### config.mk
export PLATFORM = sky130hd
export DESIGN_NAME = ptw_walker
export DESIGN_NICKNAME = d
export VERILOG_FILES = /design/src/rtl/ptw_pkg.sv /design/src/rtl/ptw_entry_addr.sv /design/src/rtl/ptw_perm_check.sv /design/src/rtl/ptw_walker.sv
export SDC_FILE = /design/constraint.sdc
export NUM_CORES = 1
export LEC_CHECK = 0
export BUFFER_PORTS_ARGS = -buffer_cell sky130_fd_sc_hd__buf_2
export CORE_ASPECT_RATIO = 0.7
export CORE_MARGIN = 3
export CORE_UTILIZATION = 39
export DETAILED_ROUTE_END_ITERATION = 6
export GPL_TIMING_DRIVEN = 0
export HOLD_SLACK_MARGIN = 0.15
export PLACE_DENSITY = 0.68
export SLEW_MARGIN = 20
export SYNTH_ARGS = -nofsm -noshare
export SYNTH_HDL_FRONTEND = slang
export SYNTH_SLANG_ARGS = --single-unit
### constraint.sdc
create_clock -name clk -period 2.2 [get_ports clk]
set_input_delay 0.11 -clock clk [delete_from_list [all_inputs] [get_ports clk]]
set_output_delay 0.11 -clock clk [all_outputs]
set_load 0.005 [all_outputs]
### src/rtl/ptw_pkg.sv
`timescale 1ns/1ps
package ptw_pkg;

    typedef enum logic [2:0] {
        S_IDLE,
        S_PDE,
        S_PTE,
        S_DONE,
        S_FAULT
    } walk_state_e;

    localparam logic [1:0] CAUSE_DIR_ABSENT = 2'd0;
    localparam logic [1:0] CAUSE_TBL_ABSENT = 2'd1;
    localparam logic [1:0] CAUSE_WRITE      = 2'd2;
    localparam logic [1:0] CAUSE_USER       = 2'd3;

    localparam int FLAG_PRESENT  = 0;
    localparam int FLAG_WRITABLE = 1;
    localparam int FLAG_USER     = 2;
    localparam int FLAG_W        = 3;

endpackage

### src/rtl/ptw_entry_addr.sv
`timescale 1ns/1ps
// Forms the byte address of a directory or table entry.
// Requires OFF_W - IDX_W to equal log2 of the entry size in bytes.
module ptw_entry_addr #(
    parameter int ADDR_W = 32,
    parameter int OFF_W  = 12,
    parameter int IDX_W  = 10
) (
    input  logic [ADDR_W-OFF_W-1:0] dir_frame,
    input  logic [ADDR_W-OFF_W-1:0] tbl_frame,
    input  logic [ADDR_W-OFF_W-1:0] vpn,
    input  logic                    use_table,
    output logic [ADDR_W-1:0]       addr
);
    localparam int FRAME_W = ADDR_W - OFF_W;
    localparam int PAD_W   = OFF_W - IDX_W;

    always_comb begin
        if (use_table) begin
            addr = {tbl_frame, vpn[IDX_W-1:0], {PAD_W{1'b0}}};
        end else begin
            addr = {dir_frame, vpn[FRAME_W-1:FRAME_W-IDX_W], {PAD_W{1'b0}}};
        end
    end
endmodule

### src/rtl/ptw_perm_check.sv
`timescale 1ns/1ps
// Checks one entry's flags against the access; present, then write, then user.
module ptw_perm_check
    import ptw_pkg::*;
(
    input  logic [FLAG_W-1:0] flags,
    input  logic              is_write,
    input  logic              is_user,
    input  logic              at_table,
    output logic              fault,
    output logic [1:0]        cause
);
    always_comb begin
        fault = 1'b1;
        cause = CAUSE_DIR_ABSENT;
        if (!flags[FLAG_PRESENT]) begin
            cause = at_table ? CAUSE_TBL_ABSENT : CAUSE_DIR_ABSENT;
        end else if (is_write && !flags[FLAG_WRITABLE]) begin
            cause = CAUSE_WRITE;
        end else if (is_user && !flags[FLAG_USER]) begin
            cause = CAUSE_USER;
        end else begin
            fault = 1'b0;
        end
    end
endmodule

### src/rtl/ptw_walker.sv
`timescale 1ns/1ps
module ptw_walker
    import ptw_pkg::*;
#(
    parameter int ADDR_W = 32,
    parameter int OFF_W  = 12,
    parameter int IDX_W  = 10
) (
    input  logic              clk,
    input  logic              rst_n,
    input  logic              req_valid,
    output logic              req_ready,
    input  logic [ADDR_W-1:0] req_va,
    input  logic              req_write,
    input  logic              req_user,
    input  logic              base_we,
    input  logic [ADDR_W-1:0] base_wdata,
    output logic              mem_req_valid,
    input  logic              mem_req_ready,
    output logic [ADDR_W-1:0] mem_req_addr,
    input  logic              mem_rsp_valid,
    input  logic [ADDR_W-1:0] mem_rsp_data,
    output logic              rsp_valid,
    output logic              rsp_fault,
    output logic [1:0]        rsp_cause,
    output logic [ADDR_W-1:0] rsp_pa
);
    localparam int FRAME_W = ADDR_W - OFF_W;

    typedef struct packed {
        walk_state_e        st;
        logic               issued;
        logic [FRAME_W-1:0] base;
        logic [FRAME_W-1:0] pde;
        logic [ADDR_W-1:0]  va;
        logic               wr;
        logic               usr;
        logic [ADDR_W-1:0]  pa;
        logic [1:0]         cause;
    } walk_regs_t;

    walk_regs_t q, d;

    logic       chk_fault;
    logic [1:0] chk_cause;
    logic       unused_low;

    assign unused_low = ^{base_wdata[OFF_W-1:0], mem_rsp_data[OFF_W-1:FLAG_W]};

    ptw_entry_addr #(.ADDR_W(ADDR_W), .OFF_W(OFF_W), .IDX_W(IDX_W)) u_addr (
        .dir_frame (q.base),
        .tbl_frame (q.pde),
        .vpn       (q.va[ADDR_W-1:OFF_W]),
        .use_table (q.st == S_PTE),
        .addr      (mem_req_addr)
    );

    ptw_perm_check u_perm (
        .flags    (mem_rsp_data[FLAG_W-1:0]),
        .is_write (q.wr),
        .is_user  (q.usr),
        .at_table (q.st == S_PTE),
        .fault    (chk_fault),
        .cause    (chk_cause)
    );

    assign req_ready     = (q.st == S_IDLE);
    assign mem_req_valid = (q.st == S_PDE || q.st == S_PTE) && !q.issued;
    assign rsp_valid     = (q.st == S_DONE) || (q.st == S_FAULT);
    assign rsp_fault     = (q.st == S_FAULT);
    assign rsp_cause     = q.cause;
    assign rsp_pa        = q.pa;

    always_comb begin
        d = q;
        case (q.st)
            S_IDLE: begin
                if (base_we) begin
                    d.base = base_wdata[ADDR_W-1:OFF_W];
                end
                if (req_valid) begin
                    d.va     = req_va;
                    d.wr     = req_write;
                    d.usr    = req_user;
                    d.issued = 1'b0;
                    d.st     = S_PDE;
                end
            end
            S_PDE, S_PTE: begin
                if (!q.issued && mem_req_ready) begin
                    d.issued = 1'b1;
                end
                if (q.issued && mem_rsp_valid) begin
                    if (chk_fault) begin
                        d.cause = chk_cause;
                        d.st    = S_FAULT;
                    end else if (q.st == S_PDE) begin
                        d.pde    = mem_rsp_data[ADDR_W-1:OFF_W];
                        d.issued = 1'b0;
                        d.st     = S_PTE;
                    end else begin
                        d.pa = {mem_rsp_data[ADDR_W-1:OFF_W], q.va[OFF_W-1:0]};
                        d.st = S_DONE;
                    end
                end
            end
            S_DONE, S_FAULT: d.st = S_IDLE;
            default:         d.st = S_IDLE;
        endcase
    end

    always_ff @(posedge clk) begin
        if (!rst_n) begin
            q <= '{st: S_IDLE, default: '0};
        end else begin
            q <= d;
        end
    end


    mem_hold_chk: assert property (@(posedge clk) disable iff (!rst_n)
        (mem_req_valid && !mem_req_ready) |=> (mem_req_valid && $stable(mem_req_addr)));


    busy_no_accept_chk: assert property (@(posedge clk) disable iff (!rst_n)
        (mem_req_valid || rsp_valid) |-> !req_ready);


    pulse_then_idle_chk: assert property (@(posedge clk) disable iff (!rst_n)
        rsp_valid |=> (req_ready && !rsp_valid));


    base_locked_chk: assert property (@(posedge clk) disable iff (!rst_n)
        (base_we && !req_ready) |=> $stable(q.base));


    dir_absent_chk: assert property (@(posedge clk) disable iff (!rst_n)
        (q.st == S_PDE && q.issued && mem_rsp_valid && !mem_rsp_data[FLAG_PRESENT])
        |=> (rsp_valid && rsp_fault && rsp_cause == CAUSE_DIR_ABSENT));


    tbl_absent_chk: assert property (@(posedge clk) disable iff (!rst_n)
        (q.st == S_PTE && q.issued && mem_rsp_valid && !mem_rsp_data[FLAG_PRESENT])
        |=> (rsp_valid && rsp_fault && rsp_cause == CAUSE_TBL_ABSENT));


    pa_join_chk: assert property (@(posedge clk) disable iff (!rst_n)
        (q.st == S_PTE && q.issued && mem_rsp_valid && !chk_fault)
        |=> (rsp_valid && !rsp_fault &&
             rsp_pa == {$past(mem_rsp_data[ADDR_W-1:OFF_W]), q.va[OFF_W-1:0]}));
endmodule

# ---- Word-level counts from Yosys, hierarchy flattened
# Cells that the tools add are included.
dict set report word_totals {
  regBits 112
  word_cells 54
  output_inout_bits 70
  inputBits 104
}
dict set report classes {
  eq_ne 6
  n_bitwise 2
  reduce_logical 20
  n_mux 17
}
# operator n
set op_table {}
lappend op_table {{2-to-1 mux 32 bit} 1}
lappend op_table {{2-to-1 mux 1 bit} 8}
lappend op_table {{2-to-1 mux 4 bit} 2}
lappend op_table {{AND reduction 2 bit} 4}
lappend op_table {{AND reduction 4 bit} 2}
lappend op_table {{== test 3 x 2 -> 1 bit (second input constant)} 2}
lappend op_table {{2-to-1 mux 2 bit} 3}
lappend op_table {{case mux 3 bit (2 select lines)} 1}
lappend op_table {{logical AND 1 bit} 5}
lappend op_table {{!= test 2 bit (second input constant)} 2}
lappend op_table {{== test 3 x 1 -> 1 bit (second input constant)} 1}
lappend op_table {{== test 3 bit (second input constant)} 1}
lappend op_table {{zero test 1 bit} 3}
lappend op_table {{zero test 3 bit} 1}
lappend op_table {{2-to-1 mux 3 bit} 1}
lappend op_table {{AND reduction 3 bit} 1}
lappend op_table {{logical OR 1 bit} 2}
lappend op_table {{inverter 1 bit} 2}
lappend op_table {{case mux 1 bit (2 select lines)} 1}
lappend op_table {{nonzero test 2 bit} 1}
lappend op_table {{OR reduction 2 bit} 1}

# ---- Logic depth before layout (Yosys ltp)
# Gate-level depths: netlist of the first run.
dict set report depth {
  ltp_word 8
  depth_mapped 7
  mapped_depth_nobuf 4
}

# ---- Hierarchy
# A second synthesis of the first run with hierarchy kept.
dict set report unflattened {
  hier_cells 562
  area_unflattened_um2 5132.4
}
# module area_per_inst_um2 cells_each seq_area_each_um2 n_inst
set by_module_without_submodules {}
lappend by_module_without_submodules {ptw_walker 4576.9 519 2242.2 1}
lappend by_module_without_submodules {ptw_entry_addr 503.0 36 0.0 1}
lappend by_module_without_submodules {ptw_perm_check 52.6 7 0.0 1}

# ---- Worst setup path after synthesis of the first run
# Ideal clock, no wire load.
dict set report synth_timing {
  path_type {register to register}
  from {register q[110] (netlist name)}
  to {register q[78] (netlist name)}
  stages_incl_launch_ff 6
  path_buffers 2
  setup_slack_ns 0.827
  arrival_ns 1.241
  synth_period_minus_slack_ns 1.373
  setup_time_ns 0.132
  t_required_ns 2.068
  cell_sequence {dfxtp_1 buf_4 or3b_1 clkbuf_1 o21ai_0 a21oi_1}
}
dict set report synth_via {
  elab_chain_len 3
  elab_cells_between_ends 4
  cone_classes {eq/ne: 2; reduce/logical: 2}
}
# item line_no
set synth_lines {}
lappend synth_lines {{from (decl)} ptw_walker.sv:42} ;# walk_regs_t q, d;
lappend synth_lines {{from (signal assigned)} ptw_walker.sv:114} ;# q <= '{st: S_IDLE, default: '0};
lappend synth_lines {{from (signal assigned)} ptw_walker.sv:116} ;# q <= d;
lappend synth_lines {{== test 3 x 1 -> 1 bit / == test 3 x 2 -> 1 bit (equally long branches)} {ptw_walker.sv:76, ptw_walker.sv:97}}
lappend synth_lines {{OR reduction 2 bit} ptw_walker.sv:76} ;# case (q.st)
lappend synth_lines {{AND reduction 4 bit (no source line) (*)} --}
# Mark *: on every way between the ends. The rest lies on a longest branch, timed or not.
# A chain may end at the register's enable or synchronous reset.

# ---- Final worst setup path of the first run
dict set report layout_timing {
  from {register q[111] (netlist name)}
  to {output mem_req_addr[30]}
}
dict set report layout_via {
  elab_chain_len 2
}
# item line_no
set layout_lines {}
lappend layout_lines {{== test 3 x 2 -> 1 bit} ptw_walker.sv:54} ;# .use_table (q.st == S_PTE),
lappend layout_lines {{2-to-1 mux 32 bit} ptw_entry_addr.sv:19} ;# if (use_table) begin
lappend layout_lines {{to (decl)} ptw_walker.sv:20} ;# output logic [ADDR_W-1:0] mem_req_addr,
# No other way between the ends.

==> results list, run 1 <==
- Fraction of layout instances using a drive strength above 1: between 20% and 30%
- Leading post-synthesis cells by cell area: dfxtp_1 (46%), nand2_1 (16%), a21oi_1 (11%)
- The via count of the first global-routing pass is about 5000.
* Number of standard cells in the layout, taps in and fillers out: 1056
- Post-Synthesis Mean Instance Area: ~7.4 um^2
- Number of instances in the placed design: 962
* Final hold violations: 0
- The worst path uses a little over nine tenths of the clock period.
* Proportion of synthesized chip area in sequential cells: between 40% and 50%
* Worst-path maximum fanout: 10
* Final clock skew: 0.00880 ns
- Compared with the post-synthesis result, the final layout area differs by 43.5%.
* Power after layout: 4.97 mW
- The startpoint identified for the worst hold timing path is req_valid.
* Final GP Congestion: 0.820
- The number of different library cells used by synthesis comes to 28.
- Startpoint Class: flop
- The tightest min-delay check is of the input pin to flop type.
- For this run, the number of Yosys warnings is 0.
- Register-to-register setup slack: 0.19 ns
- Clock tree synthesis inserted a total of 9 buffers.
- Outcome: complete, no violations
- The number of antenna violations at the first check in global routing is 1.
- Clock slew at the register clock pins of the worst setup and hold paths: around 0.070 ns
- Measured along the y axis, the die boundary spans 99.4 um.
- Effective utilization at floorplan: around two fifths
* Filler instances: around 1100
* Area share of the largest cell type after synthesis: 46.1%
- List of most frequent post-synthesis cells: nand2_1 (206), dfxtp_1 (112), a21oi_1 (111)
- Die outline area: ~14000 um^2
- Relative slew margins: 60.6%
- Global routing consumed, over all layers together, 21.8% of the routing resources.
- Req. time, crit path: 2.09 ns
* Global-route wire length before repair: 24.5 mm
* Core box area: ~12000 um^2
* Placement row count: 33
- First-iteration detailed-routing DRC count: 204
- Number of clock sinks: 112
- Ratio of routed vias to standard cells: 4.90
* Number of buffers added for setup after CTS: 0
* TritonCTS clock tree: yes
- The signal on the critical path passes through buf_2 > nor2_1 > and2_1 > buf_2 > buf_2 > nand2_1 > nand2_1 > buf_2.
- Number of remaining DRC errors: 0
* Number of slew-limit violations in the final report: 0
* Highest attainable clock frequency: 0.482 GHz
- Setup repair after global routing missed its margin: false
- Worst reg2reg endpoint: q[110]$_SDFFE_PN0P_
- WL final: 15.2 mm
- The wire-length estimate of the detail-placed layout is 10.5 mm.
- The routed design could run at a clock period as short as 2.08 ns.
- The tree is rooted in a clkbuf_16.
* Total inserted antenna cells: 0
* WS Path Type: flop to output pin
- The kind of cell with the highest combined delay along the critical path is buffers and inverters.
- For this run, the detailed router's first-pass iteration total came to 5.
* Hold Crit Depth: 4
- Post-Synthesis Cell Area: 4860 um^2
* Buffer depth of the longest clock path: 2
* Standard cell area after detailed placement: 5820 um^2
* Maximum ir drop on the vdd rail: 400 uV
- Routed wire per std cell: 14.4 um
- The net count of the finished layout is ~1000.
* Max H-tree Level: 3
- Yosys mapped a number of flops with a built-in enable equal to 0.
* Accumulated negative setup slack: 0 ns
* Hold Path Sink: q[34]$_SDFFE_PN0P_
- Remaining global-route overflow: 0
- The die is 139 um wide.
- Insertion delay to the later sink of the worst-skew pair: 0.35 ns
* Number of cells on the worst reg-to-reg path: 7
- At the pin with the least slew margin, the transition time is 0.591 ns.
- Critical path buffer and inverter count: 4
* Final Cell Area: between 6000 and 7000 um^2
- Dividing total power by cell area gives a power density of 713 nW/um^2.
* Most common cell on crit path: buf_2
- Top-count cell post-synth: nand2_1
* Cell with the biggest individual delay on the critical path: buf_2
* Maximum number of pins on one net before global-route repair: 19
- The tool flagged a number of max-cap violations equal to 0.
- Worst reg2reg path startpoint: q[108]$_SDFFE_PN0P_
* Final setup violation count: 0
* Crit end category: output pin
- Most used flip-flop cell after synthesis: dfxtp_1
- In the post-route analysis, the smallest setup slack over all paths is 0.124 ns.
- Buffers placed on the I/O ports in this run total 150.
- CP peak stage delay: 0.31 ns
- The final route contains 5179 vias.
- I/O pin total: 174
- Remaining antenna violation count after routing: 0
- Data arrival time at the worst-slack endpoint: 1.97 ns
- Cells fill 58.5% of the core in the end.
- Timing analysis after detailed placement gives a worst setup slack of 0.347 ns.
- Lkg Pwr: 3.14 nW
* Number of flip-flops and latches in the synthesized netlist: approximately 110
- Async SR Flop Fraction: 0%
- Worst hold slack across all endpoints: 0.226 ns
* Number of standard cells after synthesis: 654
* Post-synth top area cell: dfxtp_1
-- registers in the layout, summed over array words and instances (netlist names) --
register	flops
q	78
rsp_cause	2
rsp_pa	32
-- worst max-delay path by stage --
| stage | slack, ns | cells past startpoint | endpoint | startpoint |
|---|---|---|---|---|
| final | 0.12 | 8 | mem_req_addr[30] | q[111]$_SDFFE_PN0P_ |
| after global routing | 0.007 | 8 | mem_req_addr[30] | q[111]$_SDFFE_PN0P_ |
| after CTS | 0.05 | 7 | mem_req_addr[6] | q[111]$_SDFFE_PN0P_ |
| after detailed placement | 0.35 | 7 | mem_req_addr[26] | q[111]$_SDFFE_PN0P_ |
| after global placement | 0.34 | 7 | mem_req_addr[26] | q[111]$_SDFFE_PN0P_ |
| after floorplan | 0.83 | 5 | q[78]$_SDFFE_PN0P_ | q[110]$_SDFFE_PN0P_ |
-- worst register-to-register path, delay by kind of cell (launching register included) --
family                 cells  cell delay [ns]
DFF                        1             0.41
buffers and inverters      3             0.92
and+or+nand+nor            2             0.38
AOI/OAI and AO/OA          2             0.25
-- logic make-up (layout without fill, tap and decap cells) --
logic type      Yosys count  count (layout)  share of synthesized area, %
buf+inv                  90             334                          11.3
xor+xnor                  1               1                         0.334
flops                   112             112                          46.1
simple gates            279             279                          24.2
compound gates          171             171                          18.1
other cells               1               2                        0.0771
-- timing repair --
action,in CTS,in global routing
hold buffers,78,0
setup endpoints to repair,9,27
gates resized for setup,1,5
pin swaps,0,0
hold endpoints to repair,99,0
-- layer usage --
layer | wire (um) | global-route usage (%)
met5 | 13 | 0
met2 | 7120 | 36.9
met1 | 6830 | 28.1
met4 | 208 | 5.11
met3 | 1030 | 5.62
-- final cells by class --
class | count | area [um^2] | share of cell area, %
clock inverter | 6 | 138 | 1.97
buffer | 89 | 548 | 7.85
tap | 157 | 196 | 2.81
multi-input combinational | 453 | 2080 | 29.8
timing repair buffer | 228 | 1530 | 21.9
sequential | 112 | 2240 | 32.1
inverter | 1 | 3.75 | 0.0538
clock buffer | 10 | 239 | 3.42
-- cells in the final DEF (no fill, tap or decap), drive strengths merged --
cell	synthesis	final
o221a	2	2
xor2	1	1
dfxtp	112	112
nand3	54	54
nor2b	1	1
o21bai	1	1
inv	1	2
and4	1	1
nor2	2	2
nand3b	1	1
and2	5	5
a211oi	1	1
a21oi	111	111
clkinv	0	1
conb	1	2
nand2b	4	4
buf	60	210
or3b	1	1
nor3b	2	2
nor3	1	1
nand2	206	206
nand4	1	1
bufinv	0	4
o221ai	1	1
clkbuf	29	39
a31oi	1	1
dlygate4sd3	0	78
o21ai	54	54
-- power by group --
group / switching (mW) / internal (mW)
Sequential: 0.0502 / 2.12
Clock: 0.756 / 1.27
Combinational: 0.432 / 0.348
Total: 1.24 / 3.74
Power figures use the tool's default switching activity.
==> run 2, diff against run 1 <==
Settings changed: ABC_AREA set to 1.
==> run 2 against run 1 <==
  * Non-clock buffer count shrank 11
  * Clock power shrank 22%
  * Combinational power shrank 3.2%
  * Sequential share of layout area shrank 0.075 points
  * Critical path type unchanged
  * Critical endpoint unchanged
  * Largest cell class unchanged
  * Highest routed layer is now met4
==> results list, run 2 <==
- STA classifies the critical path startpoint as a flop.
- Most flops, register: q
- Number of flops mapped to enable cells by yosys: 0 (unchanged)
- Number of remaining DRC errors: 0 (unchanged)
* Synth-to-layout area growth: 39.7%
- Final setup violation count: 0 (unchanged)
* Met2 GRT Util: 34.4% (-2.5 points)
* Highest attainable clock frequency: 0.487 GHz (+1.2%)
- The worst setup path is of the flop to output pin kind.
- The clock transition at the registers of the reported paths came to 0.08 ns (about the same).
- Count of different cell masters after synthesis: 19 (-32%)
- The standard cell core area was 12100 um^2 (+1.4%).
- Buffers on Ports: 149 (-0.67%)
- The post-layout minimum cycle time was 2.05 ns (-0.0240 ns).
- The run finished with clean final reports.
- Via count of the first global-routing pass: 4931 (-4.1%)
- The count of cells resized by post-cts repair was 0 (-1).
- Max H-tree Level: 3 (unchanged)
- In this run the most used layer during global routing was met2.
- Cell with the biggest individual delay on the critical path: clkbuf_1
- Number of buffers created by CTS: 9 (unchanged)
* Most common cell after layout, fill and taps aside: nand2_1
- Proportion of synthesized chip area in sequential cells: 44.8% (-1.3 points)
- Number of slew-limit violations in the final report: 0 (unchanged)
- On the critical path the largest part of the delay comes from buffers and inverters.
- In the post-synthesis netlist, the biggest area contributors are dfxtp_1 (45%), nand2_1 (15%), nor2_1 (8.6%).
* Fraction of layout instances using a drive strength above 1: 23.3% (-2.9 points)
- The clock latency on the worst-skew pair is 0.35 ns (about the same).
* Final hold violations: 0 (unchanged)
- Number of standard cells after synthesis: 737 (+13%)
- The average cell area after synthesis is 6.80 um^2 (-8.6%).
- Setup repair after global routing missed its margin: false
- Lkg Pwr: 3.61 nW (+15%)
* Horizontal extent of the die: 141 um (+1.4%)
- The transition time of the tightest slew-check pin was 0.636 ns (+0.0459 ns).
- Buffer depth of the longest clock path: 2 (unchanged)
- Total of max-cap violations: 0 (unchanged)
- Req. time, crit path: 2.09 ns (about the same)
- The wire length per cell after detailed routing came to 13.4 um (-7.2%).
* Total inserted antenna cells: 0 (unchanged)
- Traced cell by cell, the critical path runs through inv_2 > nand3_4 > clkbuf_1 > nand2_1 > o21ai_0 > buf_2.
- The number of warnings issued by yosys came to 0 (unchanged).
- Hold Path Origin: req_valid
* TritonCTS clock tree: yes
- Final GP Congestion: 0.837 (+2.1%)
- Critical path origin: q[111]$_SDFFE_PN0P_
- The number of vias per cell was 4.57 (-6.9%).
- Relative slew margins: 57.6% (-3.1 points)
- Filler instances: 1167 (+3.7%)
* First-iteration detailed-routing DRC count: 251 (+23%)
* M3 GR Usage: 5.45% (-0.17 points)
- Maximum number of pins on one net before global-route repair: 20 (+1)
- List of most frequent post-synthesis cells: nand2_1 (195), nor2_1 (115), dfxtp_1 (112)
- The fraction of synthesis flops using an asynchronous set or reset pin was 0% (unchanged).
- Accumulated negative setup slack: 0 ns (unchanged)
- Number of standard cells in the layout, taps in and fillers out: 1136 (+7.6%)
- The cell row count came to 33 (unchanged).
* Number of buffers added for setup after CTS: 0 (unchanged)
- In this run the worst hold path is classified as input pin to flop.
- GR Util All Layers: 21.6% (-0.13 points)
- Global-route wire length before repair: 24.4 mm (-0.31%)
- Routed via count: 5187 (+0.15%)
- The maximum net fanout on the critical path was 10 (unchanged).
* WL final: 15.2 mm (-0.16%)
* Most used flip-flop cell after synthesis: dfxtp_1
- The total power divided by cell area is 644 nW/um^2 (-9.6%).
- The clock sink total is 112 (unchanged).
* Remaining global-route overflow: 0 (unchanged)
* Number of antenna violations at the first check in global routing: 0 (-1)
- The die area came to 14300 um^2 (+2.8%).
* Cell at the root of the clock tree: clkbuf_16
- Area share of the largest cell type after synthesis: 44.8% (-1.3 points)
- Remaining antenna violation count after routing: 0 (unchanged)
* Final HPWL from detailed placement: 10.7 mm (+1.4%)
- CP peak stage delay: 0.51 ns (+0.20 ns)
* Most frequent cells in the layout: nand2_1 (195), buf_2 (160), nor2_1 (115)
- Final clock skew: 0.00986 ns (+0.00106 ns)
- The share of the clock period used by the worst path came to 93.3% (-1.1 points).
- The maximum ir drop on the vdd rail came to 362 uV (-9.4%).
* Data arrival time at the worst-slack endpoint: 1.94 ns (-0.03 ns)
- The worst-case setup margin in the final layout came to 0.148 ns (+0.0240 ns).
- STA classifies the critical path endpoint as an output pin.
- Total iterations of the first detailed-routing run: 4 (-1)
* Number of instances in the placed design: 1044 (+8.5%)
- Number of flip-flops in the largest register: 78 (unchanged)
* Effective utilization at floorplan: 41.4% (+0.63 points)
- The worst register-to-register path begins at q[111]$_SDFFE_PN0P_.
- The combined area of all synthesized cells was 5010 um^2 (+3.0%).
- By instance count, the leading cell after synthesis is nand2_1.
* I/O pin total: 174 (unchanged)
* Count of nets after finishing: 1078 (+8.0%)
- The post-synthesis register bit count came to 112 (unchanged).
- Post-place setup slack: 0.562 ns (+0.215 ns)
- Die Y: 101 um (+1.4%)
- The number of buffer and inverter instances along the worst setup path was 3 (-1).
* Post-synth top area cell: dfxtp_1
* Grt met1 use: 29.9% (+1.8 points)
## run 2: final cells by class
cell class                      instances  area, um^2  share of cell area (%)
Clock buffer                           10         229                    3.27
Inverter                               78         293                    4.19
Timing Repair Buffer                  225        1510                    21.5
Multi-Input combinational cell        467        1970                    28.1
Tap cell                              157         196                    2.81
Buffer                                 81         509                    7.28
Sequential cell                       112        2240                    32.1
Clock inverter                          6        51.3                   0.733
## run 2: kinds of logic after synthesis
logic type             share of synthesized area [%]
AND/OR/NAND/NOR                                 29.1
AO/OA/AOI/OAI                                   10.0
other                                         0.0749
flip-flops                                      44.8
buffers and inverters                           16.0
## run 2: per-layer routing
layer,part of all wire [%],up-vias
met5,0,-
met4,1.3,0
met3,7.4,17
met2,44,165
met1,48,2304
li1,-,2701
## run 2: per-stage QoR
step | hold slack (ns) | util, % | power (mW) | instance area, um^2
3_3_place_gp | 0.352 | 49.2 | 2.85 | 5950
5_1_grt | 0.216 | 57.8 | 4.72 | 7000
3_5_place_dp | 0.355 | 49.2 | 2.86 | 5950
6_report | 0.185 | 57.8 | 4.51 | 7000
2_1_floorplan | 0.245 | - | 2.59 | 5010
4_1_cts | 0.177 | 57.8 | 4.52 | 7000
## run 2: report_power, final
group          internal (mW)  total [mW]  switching [mW]  leakage (nW)
Sequential              2.13        2.17          0.0462         0.912
Clock                  0.787        1.58           0.790         0.134
Combinational          0.338       0.755           0.417          2.57
## run 2: worst paths after layout
path	endpoint	slack, ns	depth (start not counted)
setup / recovery	mem_req_addr[30]	0.15	6
hold / removal	q[64]$_SDFFE_PN0P_	0.18	3
setup reg to reg	q[79]$_SDFFE_PN0P_	0.76	8
hold reg to reg	q[56]$_SDFFE_PN0P_	0.45	2
## run 2: worst reg2reg max path, stage by stage (launching register included)
cell and delay (ns):
dfxtp_1 0.39, inv_2 0.09, nand3_1 0.13, inv_1 0.05
nand3_1 0.22, buf_2 0.28, nand2_1 0.08, nand2_1 0.07
nor2_1 0.04
## run 2: what timing repair did
| item | CTS | global route |
|---|---|---|
| hold buffers | 76 | 0 |
| endpoints found under the setup margin | 0 | 0 |
| hold endpoints to repair | 97 | 0 |
